===== config.mk =====
export PLATFORM = sky130hd
export DESIGN_NAME = event_xlate_engine
export DESIGN_NICKNAME = d
export VERILOG_FILES = /design/src/rtl/evx_pkg.sv /design/src/rtl/evx_addr_gen.sv /design/src/rtl/evx_seq.sv /design/src/rtl/evx_pend_reg.sv /design/src/rtl/event_xlate_engine.sv
export SDC_FILE = /design/constraint.sdc
export NUM_CORES = 1
export LEC_CHECK = 0
export BUFFER_PORTS_ARGS = -buffer_cell sky130_fd_sc_hd__clkbuf_2
export CORE_ASPECT_RATIO = 0.9
export CORE_MARGIN = 1.5
export CORE_UTILIZATION = 31
export DETAILED_ROUTE_END_ITERATION = 10
export SLEW_MARGIN = 25
export SYNTH_ARGS = -nofsm -noshare
export SYNTH_HDL_FRONTEND = slang
export SYNTH_HIERARCHICAL = 1
export SYNTH_SLANG_ARGS = --single-unit

===== constraint.sdc =====
create_clock -name clk -period 4.2 [get_ports clk]
set_input_delay 0 -clock clk [delete_from_list [all_inputs] [get_ports clk]]
set_output_delay 0 -clock clk [all_outputs]
set_load 0.01 [all_outputs]

===== src/rtl/evx_pkg.sv =====
package evx_pkg;

  typedef enum logic [1:0] {
    KIND_DOORBELL = 2'd0,
    KIND_RAISE    = 2'd1,
    KIND_CLEAR    = 2'd2,
    KIND_DISCARD  = 2'd3
  } evx_kind_t;

  typedef enum logic [3:0] {
    ST_IDLE,
    ST_DEV,
    ST_ITE_LO,
    ST_ITE_HI,
    ST_COLL,
    ST_ISSUE,
    ST_WR_LO,
    ST_WR_HI,
    ST_FINISH
  } evx_stage_t;

  localparam int SIZE_FIELD_W = 5;
  localparam int ITT_ALIGN    = 8;  // translation tables sit on 256-byte boundaries

  // Event numbers greater than 2^(size+1) are outside the device's range.
  function automatic logic evt_out_of_range(input logic [31:0] evt,
                                            input logic [SIZE_FIELD_W-1:0] size);
    logic [33:0] lim;
    lim = 34'd1 << (6'(size) + 6'd1);
    return {2'b00, evt} > lim;
  endfunction

  function automatic logic is_fetch_stage(input evx_stage_t st);
    return (st == ST_DEV) || (st == ST_ITE_LO) || (st == ST_ITE_HI) || (st == ST_COLL);
  endfunction

  function automatic logic is_write_stage(input evx_stage_t st);
    return (st == ST_WR_LO) || (st == ST_WR_HI);
  endfunction

endpackage


===== src/rtl/evx_addr_gen.sv =====
module evx_addr_gen
  import evx_pkg::*;
#(
  parameter int ADDR_W = 32,
  parameter int DEV_W  = 16,
  parameter int EVT_W  = 16,
  parameter int ICID_W = 16
) (
  input  evx_stage_t          stage,
  input  logic [ADDR_W-1:0]   dev_tbl_base,
  input  logic [ADDR_W-1:0]   coll_tbl_base,
  input  logic [DEV_W-1:0]    dev,
  input  logic [EVT_W-1:0]    evt,
  input  logic [ADDR_W-1:0]   itt_base,
  input  logic [ICID_W-1:0]   icid,
  output logic [ADDR_W-1:0]   addr
);

  localparam int DEV_ENTRY_SHIFT  = 3;   // 8-byte device entries
  localparam int COLL_ENTRY_SHIFT = 3;   // 8-byte collection entries
  localparam int ITE_HI_OFFSET    = 8;   // high word follows the 8-byte low word

  logic [ADDR_W-1:0] dev_off;
  logic [ADDR_W-1:0] coll_off;
  logic [ADDR_W-1:0] ite_lo_addr;

  always_comb begin
    dev_off     = ADDR_W'(dev) << DEV_ENTRY_SHIFT;
    coll_off    = ADDR_W'(icid) << COLL_ENTRY_SHIFT;
    // 12-byte stride built from two shifts
    ite_lo_addr = itt_base + (ADDR_W'(evt) << 3) + (ADDR_W'(evt) << 2);
    unique case (stage)
      ST_DEV:               addr = dev_tbl_base + dev_off;
      ST_ITE_LO, ST_WR_LO:  addr = ite_lo_addr;
      ST_ITE_HI, ST_WR_HI:  addr = ite_lo_addr + ADDR_W'(ITE_HI_OFFSET);
      ST_COLL:              addr = coll_tbl_base + coll_off;
      default:              addr = '0;
    endcase
  end

endmodule


===== src/rtl/evx_seq.sv =====
module evx_seq
  import evx_pkg::*;
#(
  parameter int ADDR_W  = 32,
  parameter int DEV_W   = 16,
  parameter int EVT_W   = 16,
  parameter int INTID_W = 16,
  parameter int ICID_W  = 16,
  parameter int CPU_W   = 4,
  parameter int NUM_CPU = 4,
  parameter int DEV_MAX = 255
) (
  input  logic                clk,
  input  logic                rst,
  input  logic                req_valid,
  output logic                req_ready,
  input  logic [1:0]          req_kind,
  input  logic [DEV_W-1:0]    req_dev,
  input  logic [EVT_W-1:0]    req_evt,
  input  logic                tbl_ack,
  input  logic [63:0]         tbl_rdata,
  output evx_stage_t          stage,
  output logic                tbl_valid,
  output logic                tbl_we,
  output logic                tbl_wide,
  output logic [DEV_W-1:0]    dev_q,
  output logic [EVT_W-1:0]    evt_q,
  output logic [ADDR_W-1:0]   itt_q,
  output logic [ICID_W-1:0]   icid_q,
  output logic [CPU_W-1:0]    cpu_q,
  output logic [INTID_W-1:0]  intid_q,
  output evx_kind_t           kind_q,
  output logic                err_q,
  output logic                issue_stb,
  output logic                finish_stb
);

  localparam logic [DEV_W-1:0] DEV_LIM  = DEV_W'(DEV_MAX);
  localparam logic [CPU_W:0]   CPU_LIM  = (CPU_W+1)'(NUM_CPU);
  localparam int               INTID_LSB = 2;

  evx_stage_t st_q;
  evx_stage_t st_d;

  logic                    dte_ok;
  logic                    ite_ok;
  logic                    cte_ok;
  logic [SIZE_FIELD_W-1:0] dte_size;
  logic [CPU_W-1:0]        cte_cpu;

  always_comb begin
    dte_size = tbl_rdata[SIZE_FIELD_W:1];
    cte_cpu  = tbl_rdata[CPU_W:1];
    dte_ok   = tbl_rdata[0] && !evt_out_of_range(32'(evt_q), dte_size);
    ite_ok   = tbl_rdata[0] && tbl_rdata[1];
    cte_ok   = tbl_rdata[0] && ({1'b0, cte_cpu} < CPU_LIM);
  end

  always_comb begin
    st_d = st_q;
    unique case (st_q)
      ST_IDLE:   if (req_valid) st_d = (req_dev > DEV_LIM) ? ST_FINISH : ST_DEV;
      ST_DEV:    if (tbl_ack) st_d = dte_ok ? ST_ITE_LO : ST_FINISH;
      ST_ITE_LO: if (tbl_ack) st_d = ite_ok ? ST_ITE_HI : ST_FINISH;
      ST_ITE_HI: if (tbl_ack) st_d = ST_COLL;
      ST_COLL:   if (tbl_ack) st_d = cte_ok ? ST_ISSUE : ST_FINISH;
      ST_ISSUE:  st_d = (kind_q == KIND_DISCARD) ? ST_WR_LO : ST_FINISH;
      ST_WR_LO:  if (tbl_ack) st_d = ST_WR_HI;
      ST_WR_HI:  if (tbl_ack) st_d = ST_FINISH;
      ST_FINISH: st_d = ST_IDLE;
      default:   st_d = ST_IDLE;
    endcase
  end

  always_ff @(posedge clk) begin
    if (rst) begin
      st_q    <= ST_IDLE;
      dev_q   <= '0;
      evt_q   <= '0;
      itt_q   <= '0;
      icid_q  <= '0;
      cpu_q   <= '0;
      intid_q <= '0;
      kind_q  <= KIND_DOORBELL;
      err_q   <= 1'b0;
    end else begin
      st_q <= st_d;
      unique case (st_q)
        ST_IDLE: if (req_valid) begin
          dev_q  <= req_dev;
          evt_q  <= req_evt;
          kind_q <= evx_kind_t'(req_kind);
          err_q  <= (req_dev > DEV_LIM);
        end
        ST_DEV: if (tbl_ack) begin
          itt_q <= {tbl_rdata[ADDR_W-1:ITT_ALIGN], {ITT_ALIGN{1'b0}}};
          if (!dte_ok) err_q <= 1'b1;
        end
        ST_ITE_LO: if (tbl_ack) begin
          intid_q <= tbl_rdata[INTID_LSB +: INTID_W];
          if (!ite_ok) err_q <= 1'b1;
        end
        ST_ITE_HI: if (tbl_ack) icid_q <= tbl_rdata[ICID_W-1:0];
        ST_COLL: if (tbl_ack) begin
          cpu_q <= cte_cpu;
          if (!cte_ok) err_q <= 1'b1;
        end
        default: ;
      endcase
    end
  end

  always_comb begin
    stage      = st_q;
    req_ready  = (st_q == ST_IDLE);
    tbl_valid  = is_fetch_stage(st_q) || is_write_stage(st_q);
    tbl_we     = is_write_stage(st_q);
    tbl_wide   = (st_q == ST_DEV) || (st_q == ST_ITE_LO) || (st_q == ST_COLL) || (st_q == ST_WR_LO);
    issue_stb  = (st_q == ST_ISSUE);
    finish_stb = (st_q == ST_FINISH);
  end

  // a started transfer keeps its shape until acknowledged
  assert_xfer_hold_R9: assert property (@(posedge clk) disable iff (rst)
    (tbl_valid && !tbl_ack) |=> (tbl_valid && $stable(tbl_we) && $stable(tbl_wide) && $stable(st_q)));

  // no table walk starts for a device number out of range
  assert_dev_bound_R2: assert property (@(posedge clk) disable iff (rst)
    (st_q == ST_DEV) |-> (dev_q <= DEV_LIM));

  // only a discard ever writes the tables
  assert_write_only_discard_R8: assert property (@(posedge clk) disable iff (rst)
    (tbl_valid && tbl_we) |-> (kind_q == KIND_DISCARD));

endmodule


===== src/rtl/evx_pend_reg.sv =====
module evx_pend_reg
  import evx_pkg::*;
#(
  parameter int INTID_W = 16,
  parameter int CPU_W   = 4,
  parameter int NUM_CPU = 4
) (
  input  logic               clk,
  input  logic               rst,
  input  logic               issue_stb,
  input  logic               finish_stb,
  input  logic               err,
  input  evx_kind_t          kind,
  input  logic [CPU_W-1:0]   cpu,
  input  logic [INTID_W-1:0] intid,
  output logic               pend_valid,
  output logic [CPU_W-1:0]   pend_cpu,
  output logic [INTID_W-1:0] pend_intid,
  output logic               pend_level,
  output logic               done,
  output logic               done_err
);

  always_ff @(posedge clk) begin
    if (rst) begin
      pend_valid <= 1'b0;
      pend_cpu   <= '0;
      pend_intid <= '0;
      pend_level <= 1'b0;
      done       <= 1'b0;
      done_err   <= 1'b0;
    end else begin
      pend_valid <= issue_stb;
      done       <= finish_stb;
      done_err   <= finish_stb && err;
      if (issue_stb) begin
        pend_cpu   <= cpu;
        pend_intid <= intid;
        pend_level <= (kind == KIND_DOORBELL) || (kind == KIND_RAISE);
      end
    end
  end

  // a pending request is a single-cycle strobe
  assert_pend_pulse_R7: assert property (@(posedge clk) disable iff (rst)
    pend_valid |=> !pend_valid);

  // issued CPU numbers are always below the CPU count
  assert_cpu_in_range_R6: assert property (@(posedge clk) disable iff (rst)
    pend_valid |-> (32'(pend_cpu) < NUM_CPU));

  // completion is a single-cycle strobe
  assert_done_pulse_R1: assert property (@(posedge clk) disable iff (rst)
    done |=> !done);

endmodule


===== src/rtl/event_xlate_engine.sv =====
module event_xlate_engine
  import evx_pkg::*;
#(
  parameter int ADDR_W  = 32,
  parameter int DEV_W   = 16,
  parameter int EVT_W   = 16,
  parameter int INTID_W = 16,
  parameter int ICID_W  = 16,
  parameter int CPU_W   = 4,
  parameter int NUM_CPU = 4,
  parameter int DEV_MAX = 255
) (
  input  logic               clk,
  input  logic               rst,
  input  logic               req_valid,
  output logic               req_ready,
  input  logic [1:0]         req_kind,
  input  logic [DEV_W-1:0]   req_dev,
  input  logic [EVT_W-1:0]   req_evt,
  input  logic [ADDR_W-1:0]  dev_tbl_base,
  input  logic [ADDR_W-1:0]  coll_tbl_base,
  output logic               tbl_valid,
  output logic               tbl_we,
  output logic               tbl_wide,
  output logic [ADDR_W-1:0]  tbl_addr,
  output logic [63:0]        tbl_wdata,
  input  logic               tbl_ack,
  input  logic [63:0]        tbl_rdata,
  output logic               pend_valid,
  output logic [CPU_W-1:0]   pend_cpu,
  output logic [INTID_W-1:0] pend_intid,
  output logic               pend_level,
  output logic               done,
  output logic               done_err
);

  evx_stage_t         stage;
  logic [DEV_W-1:0]   dev_q;
  logic [EVT_W-1:0]   evt_q;
  logic [ADDR_W-1:0]  itt_q;
  logic [ICID_W-1:0]  icid_q;
  logic [CPU_W-1:0]   cpu_q;
  logic [INTID_W-1:0] intid_q;
  evx_kind_t          kind_q;
  logic               err_q;
  logic               issue_stb;
  logic               finish_stb;

  evx_seq #(
    .ADDR_W(ADDR_W), .DEV_W(DEV_W), .EVT_W(EVT_W), .INTID_W(INTID_W),
    .ICID_W(ICID_W), .CPU_W(CPU_W), .NUM_CPU(NUM_CPU), .DEV_MAX(DEV_MAX)
  ) u_seq (
    .clk(clk), .rst(rst),
    .req_valid(req_valid), .req_ready(req_ready), .req_kind(req_kind),
    .req_dev(req_dev), .req_evt(req_evt),
    .tbl_ack(tbl_ack), .tbl_rdata(tbl_rdata),
    .stage(stage), .tbl_valid(tbl_valid), .tbl_we(tbl_we), .tbl_wide(tbl_wide),
    .dev_q(dev_q), .evt_q(evt_q), .itt_q(itt_q), .icid_q(icid_q),
    .cpu_q(cpu_q), .intid_q(intid_q), .kind_q(kind_q), .err_q(err_q),
    .issue_stb(issue_stb), .finish_stb(finish_stb)
  );

  evx_addr_gen #(
    .ADDR_W(ADDR_W), .DEV_W(DEV_W), .EVT_W(EVT_W), .ICID_W(ICID_W)
  ) u_addr (
    .stage(stage), .dev_tbl_base(dev_tbl_base), .coll_tbl_base(coll_tbl_base),
    .dev(dev_q), .evt(evt_q), .itt_base(itt_q), .icid(icid_q), .addr(tbl_addr)
  );

  evx_pend_reg #(
    .INTID_W(INTID_W), .CPU_W(CPU_W), .NUM_CPU(NUM_CPU)
  ) u_pend (
    .clk(clk), .rst(rst),
    .issue_stb(issue_stb), .finish_stb(finish_stb), .err(err_q), .kind(kind_q),
    .cpu(cpu_q), .intid(intid_q),
    .pend_valid(pend_valid), .pend_cpu(pend_cpu), .pend_intid(pend_intid),
    .pend_level(pend_level), .done(done), .done_err(done_err)
  );

  // An erased entry is all zeros; this is the only data ever written.
  assign tbl_wdata = '0;

  // while a request is in flight no new one is taken
  assert_busy_not_ready_R1: assert property (@(posedge clk) disable iff (rst)
    tbl_valid |-> !req_ready);

  // a pending strobe never coincides with an error completion
  assert_no_pend_on_error_R7: assert property (@(posedge clk) disable iff (rst)
    (done && done_err) |-> !pend_valid);

endmodule


==> flow_summary.toml, run 1 <==
[worst_setup_path]
worst_ep_required_time_ns = 4.20
worstSetupStartpointType = "flip-flop"
cp_max_fo = 5
worst_setup_path_end_kind = "output port"
startpoint = "u_seq/evt_q[6]"
timing.rr.start = "u_seq/stage[0]"
critPathArrivalTime_ns = 4.23
path_class = "flip-flop to output port"

[sta]
fin_ws_ns = -0.0291
fin_crit_sh = 1.01
finalSetupTns_ns = -0.0336
worst_pin_slew_ns = 0.932
final_hold_viol_count = 0
rsz0062_at_grt = "true"
fin_crit_ns = 4.23
drv_slew = 0
timing.fmax_ghz = 0.236
finalClockSkew_ns = 0.0148
setup_viol = 3
relSlewSlack = 0.377

[power_and_ir_drop]
clockPowerShare = 0.249
p_int_w = 0.00340
seqPwrFrac = 0.249
comb_power_share = 0.502
leakagePower_nw = 5.55
power_switching_w = 0.00270
total_power_w = 0.00609
powerDensity_nw_per_um2 = 460
vdd_ir_drop_max_mv = 0.318
swShare = 0.443

[global_route]
grt_usage = 0.198
grt_pass1_vias = 9672
grt_max_degree = 81
grt_overflow = 0
grt_pass1_wl_microns = 53600
grt_antenna_before_repair = 1

[clocking]
cts_max_level = 4
clock-sinks = 123
cts.clk_slew.worst_paths_ns = 0.07
cts-root-buf = "clkbuf_16"
clockBufferDepth = 2
clk_latency_ns = 0.43
cts_made_buffers = 17
cts_tree = "built"

[floorplan]
die_h_microns = 177
coreArea_sq_um = 33000
initial_core_util = 0.315
die-area_sq_um = 34700
rows = 63
boundaryPins = 290
die-width_microns = 196

[final_layout]
drive_gt1_frac = 0.223
syn2layout_area_growth_pct = 27.2
stdcell_area_sq_um = 13300
fillers = 3428
nets = 1856

[yosys]
synth_ff_type = "dfxtp_1"
synth.top_cell.area_share = 0.236
synth_compound_area_frac = 0.214
ys_warn_count = 6
synth_edf_count = 0
yosys.area_share.xor_xnor = 0.0832
async_flop_share = 0
syn_area_per_cell_sq_um = 7.69
synth_cell_types = 79
synth-seq-cells = 123
yosys.area.top_type = "dfxtp_1"
synth_top_cells_by_area = "dfxtp_1 (24%), nand2_1 (9.9%), ha_1 (8.2%)"
synth_cells = 1354
seq_area_frac_synth = 0.236
synth_area_sq_um = 10400
synth_mux_area_frac = 0.0269
synth_top_family_by_area = "simple AND/OR/NAND/NOR gates"
yosys.area_share.simple = 0.232
synth-adder-area-share = 0.116

[detailed_routing]
routed_wl_microns = 35400
num_vias = 10400
wl_per_cell_microns = 17.3
drc = 0
first_pass_iters = 5
via_per_inst = 5.10
drt_iter0_drc = 664
antenna_left = 0

[run_status]
violations = "negative setup slack"
status = "finished with violations"

[placed_design]
place_area_sq_um = 11500
hpwl_microns = 27000
port_buffers = 193
post-place-ws_ns = 0.106
gp_congestion = 0.902

[run]
maxCapViolCount = 0

[worst_hold_path]
hold_class = "primary input to flip-flop"
hp-start = "tbl_rdata[1]"
## registers in the layout, indices dropped and copies added (netlist names), 2 cells and up
register and count:
u_pend/pend_cpu 4, u_pend/pend_intid 16, u_seq/kind_q 2, u_seq/dev_q 16, u_seq/evt_q 16, u_seq/cpu_q 4, u_seq/itt_q 24, u_seq/intid_q 16
u_seq/icid_q 16, u_seq/stage 4
## cells by family (layout without fill, tap and decap cells)
| logic type | after synthesis | count (layout) |
|---|---|---|
| and+or+nand+nor | 518 | 518 |
| AOI/OAI and AO/OA | 341 | 341 |
| buffers and inverters | 157 | 349 |
| DFF | 123 | 123 |
| xor gates and xnor gates | 99 | 99 |
| adders and majority gates | 86 | 86 |
| muxes | 28 | 28 |
| other | 2 | 74 |
## synthesized netlist by cell type (4+ instances only)
master / number
o21a_1: 10
a211oi_1: 11
nand3b_1: 5
xor2_1: 33
nand4b_1: 4
a21oi_1: 134
o22ai_1: 6
nor3_1: 20
nand2_1: 274
nand4_1: 13
xnor2_1: 66
nand3_1: 39
inv_1: 19
nand2b_1: 11
nor2b_1: 13
or2_2: 5
and2_1: 11
ha_1: 68
fa_1: 18
mux2i_1: 28
buf_4: 77
nor2_1: 67
nor4_1: 6
and4_1: 6
clkbuf_1: 40
o21bai_1: 7
a21o_1: 28
nor3b_1: 4
o21ai_0: 42
and3_1: 23
a311oi_1: 5
a22oi_1: 18
o211ai_1: 10
a31oi_1: 6
o21ai_1: 9
buf_2: 15
o221ai_1: 9
dfxtp_1: 123
## path summary, 6_finish.rpt
path / to / cells past startpoint / slack (ns)
max: tbl_addr[29] / 15 / -0.03
min: u_seq/icid_q[1] / 3 / 0.04
max reg2reg: u_seq/itt_q[21] / 6 / 1.67
min reg2reg: u_seq/intid_q[15] / 2 / 0.46
## power by group through the flow
stage | combinational, W | sequential [W] | clock, W
after floorplan | 0.00196 | 0.00144 | 0
after global placement | 0.00271 | 0.00153 | 0
after detailed placement | 0.00273 | 0.00153 | 0
after CTS | 0.00286 | 0.00151 | 0.00154
after global routing | 0.00334 | 0.00154 | 0.00159
final | 0.00306 | 0.00152 | 0.00152
## worst max-delay path, cell delays in order (launching register included)
cell	delay, ns
dfxtp_4	0.37
fa_1	0.56
ha_4	0.23
o21a_4	0.20
buf_4	0.13
o21a_1	0.18
a21boi_1	0.17
o22ai_2	0.24
o211ai_1	0.23
nor4_4	0.37
buf_4	0.20
o2111ai_1	0.18
nor3_1	0.27
xnor2_1	0.16
o221ai_1	0.14
clkbuf_2	0.17
## per-stage QoR
| stage | hold WS, ns | util | cells |
|---|---|---|---|
| finish | 0.0394 | 0.401 | 2040 |
| global route | 0.0562 | 0.401 | 2040 |
| global placement | 0.224 | 0.349 | 1929 |
| floorplan | 0.0716 | - | 1425 |
| detailed placement | 0.232 | 0.349 | 1929 |
| CTS | 0.0209 | 0.391 | 2026 |
## placed cells by master, fill, tap and decap left out, types with 19 or more instances in the layout
cell type,instances
nand2_1,274
clkbuf_2,190
a21oi_1,130
dfxtp_1,109
conb_1,73
dlygate4sd3_1,64
nor2_1,64
xnor2_1,61
ha_1,57
buf_4,39
nand3_1,39
o21ai_0,39
xor2_1,31
a21o_1,28
mux2i_1,26
and3_1,23
inv_1,19
## metal layers
metal | part of all wire | global-route usage | vias up
met3 | 0.061 | 0.0377 | 29
li1 | - | - | 5130
met5 | 0 | 0 | -
met1 | 0.48 | 0.283 | 4883
met2 | 0.44 | 0.302 | 363
met4 | 0.018 | 0.0535 | 0
## what timing repair did
item                                    CTS  global route
buffers inserted                          1            12
gates cloned                              0             0
resized for setup                        35            51
hold endpoints to repair                 86             0
pin swaps                                10            17
hold buffers                             64             0
endpoints found under the setup margin   18            17
## area by class of cell
type	count	area (sq um)	area share
repair buffers	297	1920	0.145
multi-input cells	1145	7640	0.577
well taps	422	528	0.0398
inverters	20	75.1	0.00566
clock buffers	17	425	0.0321
flip-flops and latches	123	2490	0.188
diodes	1	2.50	0.000189
clock inverters	15	174	0.0131
(Power assumes the default switching activity.)
==> run 2, diff against run 1 <==
--- a/config.mk
+++ b/config.mk
@@ -5,10 +5,11 @@
 export SDC_FILE = /design/constraint.sdc
 export NUM_CORES = 1
 export LEC_CHECK = 0
+export ABC_AREA = 0
 export BUFFER_PORTS_ARGS = -buffer_cell sky130_fd_sc_hd__clkbuf_2
 export CORE_ASPECT_RATIO = 0.9
 export CORE_MARGIN = 1.5
-export CORE_UTILIZATION = 31
+export CORE_UTILIZATION = 25
 export DETAILED_ROUTE_END_ITERATION = 10
 export SLEW_MARGIN = 25
 export SYNTH_ARGS = -nofsm -noshare
==> flow_summary.toml, run 2 (synthesized netlist as in run 1, its figures left out) <==
[placed_design]
post-place-ws_ns = 0.115
gp_congestion = 0.874
port_buffers = 193
place_area_sq_um = 11800
hpwl_microns = 29500

[worst_hold_path]
holdPathStages = 3
hp-start = "tbl_rdata[3]"
min_delay_worst_endpoint = "u_seq/intid_q[1]"
hold_class = "primary input to flip-flop"

[worst_setup_path]
worst_ep_required_time_ns = 4.20
ff2ff_setup_slack_ns = 1.61
crit_chain = "buf_6 > fa_1 > ha_4 > o211ai_1 > o21ai_2 > o21ai_2 > mux2i_2 > nand4_1 > nor4_4 > o2111ai_4 > buf_6 > nor4_4 > xnor2_2 > o221ai_1 > buf_2"
worst_setup_path_end_kind = "output port"
critPathArrivalTime_ns = 4.16
path_class = "flip-flop to output port"
reg2reg_depth = 6
slowest_delay_ns = 0.51
path_buf_inv = 3
worstSetupStartpointType = "flip-flop"
r2r_end = "u_seq/kind_q[0]"
path_delay_family = "compound AO/OA/AOI/OAI gates"
timing.rr.start = "u_seq/stage[0]"
cp_max_fo = 4
crit_slowest_cell = "fa_1"

[detailed_routing]
via_per_inst = 4.84
antenna_left = 0
num_vias = 10600
first_pass_iters = 5
drt_iter0_drc = 656
routed_wl_microns = 37900
drc = 0
wl_per_cell_microns = 17.3

[sta]
setup_viol = 0
worst_pin_slew_ns = 1.04
finalClockSkew_ns = 0.0100
relSlewSlack = 0.299
fin_crit_ns = 4.16
hold_ws_ns = 0.0643
drv_slew = 0
rsz0062_at_grt = "true"
final_hold_viol_count = 0
fin_ws_ns = 0.0400
timing.fmax_ghz = 0.240
fin_crit_sh = 0.990
finalSetupTns_ns = 0

[clocking]
cts_made_buffers = 17
cts.clk_slew.worst_paths_ns = 0.06
cts_max_level = 4
clk_latency_ns = 0.44
cts_tree = "built"
clockBufferDepth = 2
cts-root-buf = "clkbuf_16"
clock-sinks = 123

[floorplan]
rows = 70
die_h_microns = 197
boundaryPins = 290
coreArea_sq_um = 40900
die-width_microns = 218
initial_core_util = 0.255
die-area_sq_um = 42900

[power_and_ir_drop]
leakagePower_nw = 5.73
total_power_w = 0.00626
powerDensity_nw_per_um2 = 456
vdd_ir_drop_max_mv = 0.372

[final_layout]
largest_reg_flops = 24
final_common_cell = "nand2_1"
drive_gt1_frac = 0.244
nets = 1886
mostFrequentLayoutCells = "nand2_1 (272), clkbuf_2 (187), a21oi_1 (129)"
stdcell_area_sq_um = 13700
syn2layout_area_growth_pct = 31.6
largest_register = "u_seq/itt_q"

[global_route]
grt_max_degree = 69
grt_usage = 0.171
grt_overflow = 0
grt_antenna_before_repair = 1
grt_pass1_wl_microns = 56100
grt_pass1_vias = 9906

[run_status]
status = "completed"

[run]
maxCapViolCount = 0
-- run 2: worst max path at each step --
stage | startpoint | end | cells past startpoint
after floorplan | u_seq/evt_q[2] | tbl_addr[31] | 12
after global placement | u_seq/evt_q[1] | tbl_addr[30] | 15
after detailed placement | u_seq/evt_q[1] | tbl_addr[30] | 15
after CTS | u_seq/evt_q[2] | tbl_addr[26] | 15
after global routing | u_seq/evt_q[5] | tbl_addr[26] | 15
final | u_seq/evt_q[2] | tbl_addr[31] | 15
-- run 2: power by group --
part	internal, W	switching [W]	total (W)
Sequential	0.00131	0.000202	0.00152
Clock	0.000885	0.000637	0.00152
Combinational	0.00133	0.00189	0.00322
Total	0.00352	0.00273	0.00626
-- run 2: cell type report --
cell class              instances  area [sq um]
diodes                          1          2.50
clock buffers                  17           425
clock inverters                14           164
fillers                      4373         27200
inverters                      20          75.1
multi-input cells            1145          7730
flip-flops and latches        123          2490
well taps                     540           676
repair buffers                327          2140
-- run 2: what timing repair did --
action,CTS,global route
hold buffers,65,0
resized for setup,54,55
endpoints found under the hold margin,88,0
pin swaps,20,19
buffers inserted,10,14
setup endpoints to repair,15,15
-- run 2: routing by layer --
layer | vias up | GRT usage | wire length [microns]
li1 | 5202 | - | -
met5 | - | 0 | 0
met1 | 5037 | 0.240 | 18400
met3 | 36 | 0.0323 | 1970
met2 | 312 | 0.262 | 16800
met4 | 0 | 0.0513 | 773
-- run 2: metrics by stage --
step	cells	util
final	2187	0.335
after detailed placement	2066	0.289
after floorplan	1425	-
after global routing	2187	0.335
after CTS	2172	0.327
after global placement	2066	0.289
-- run 2: worst min-delay path, stage by stage --
cell and delay (ns):
clkbuf_2 0.26, nand2_1 0.13, a21oi_1 0.06
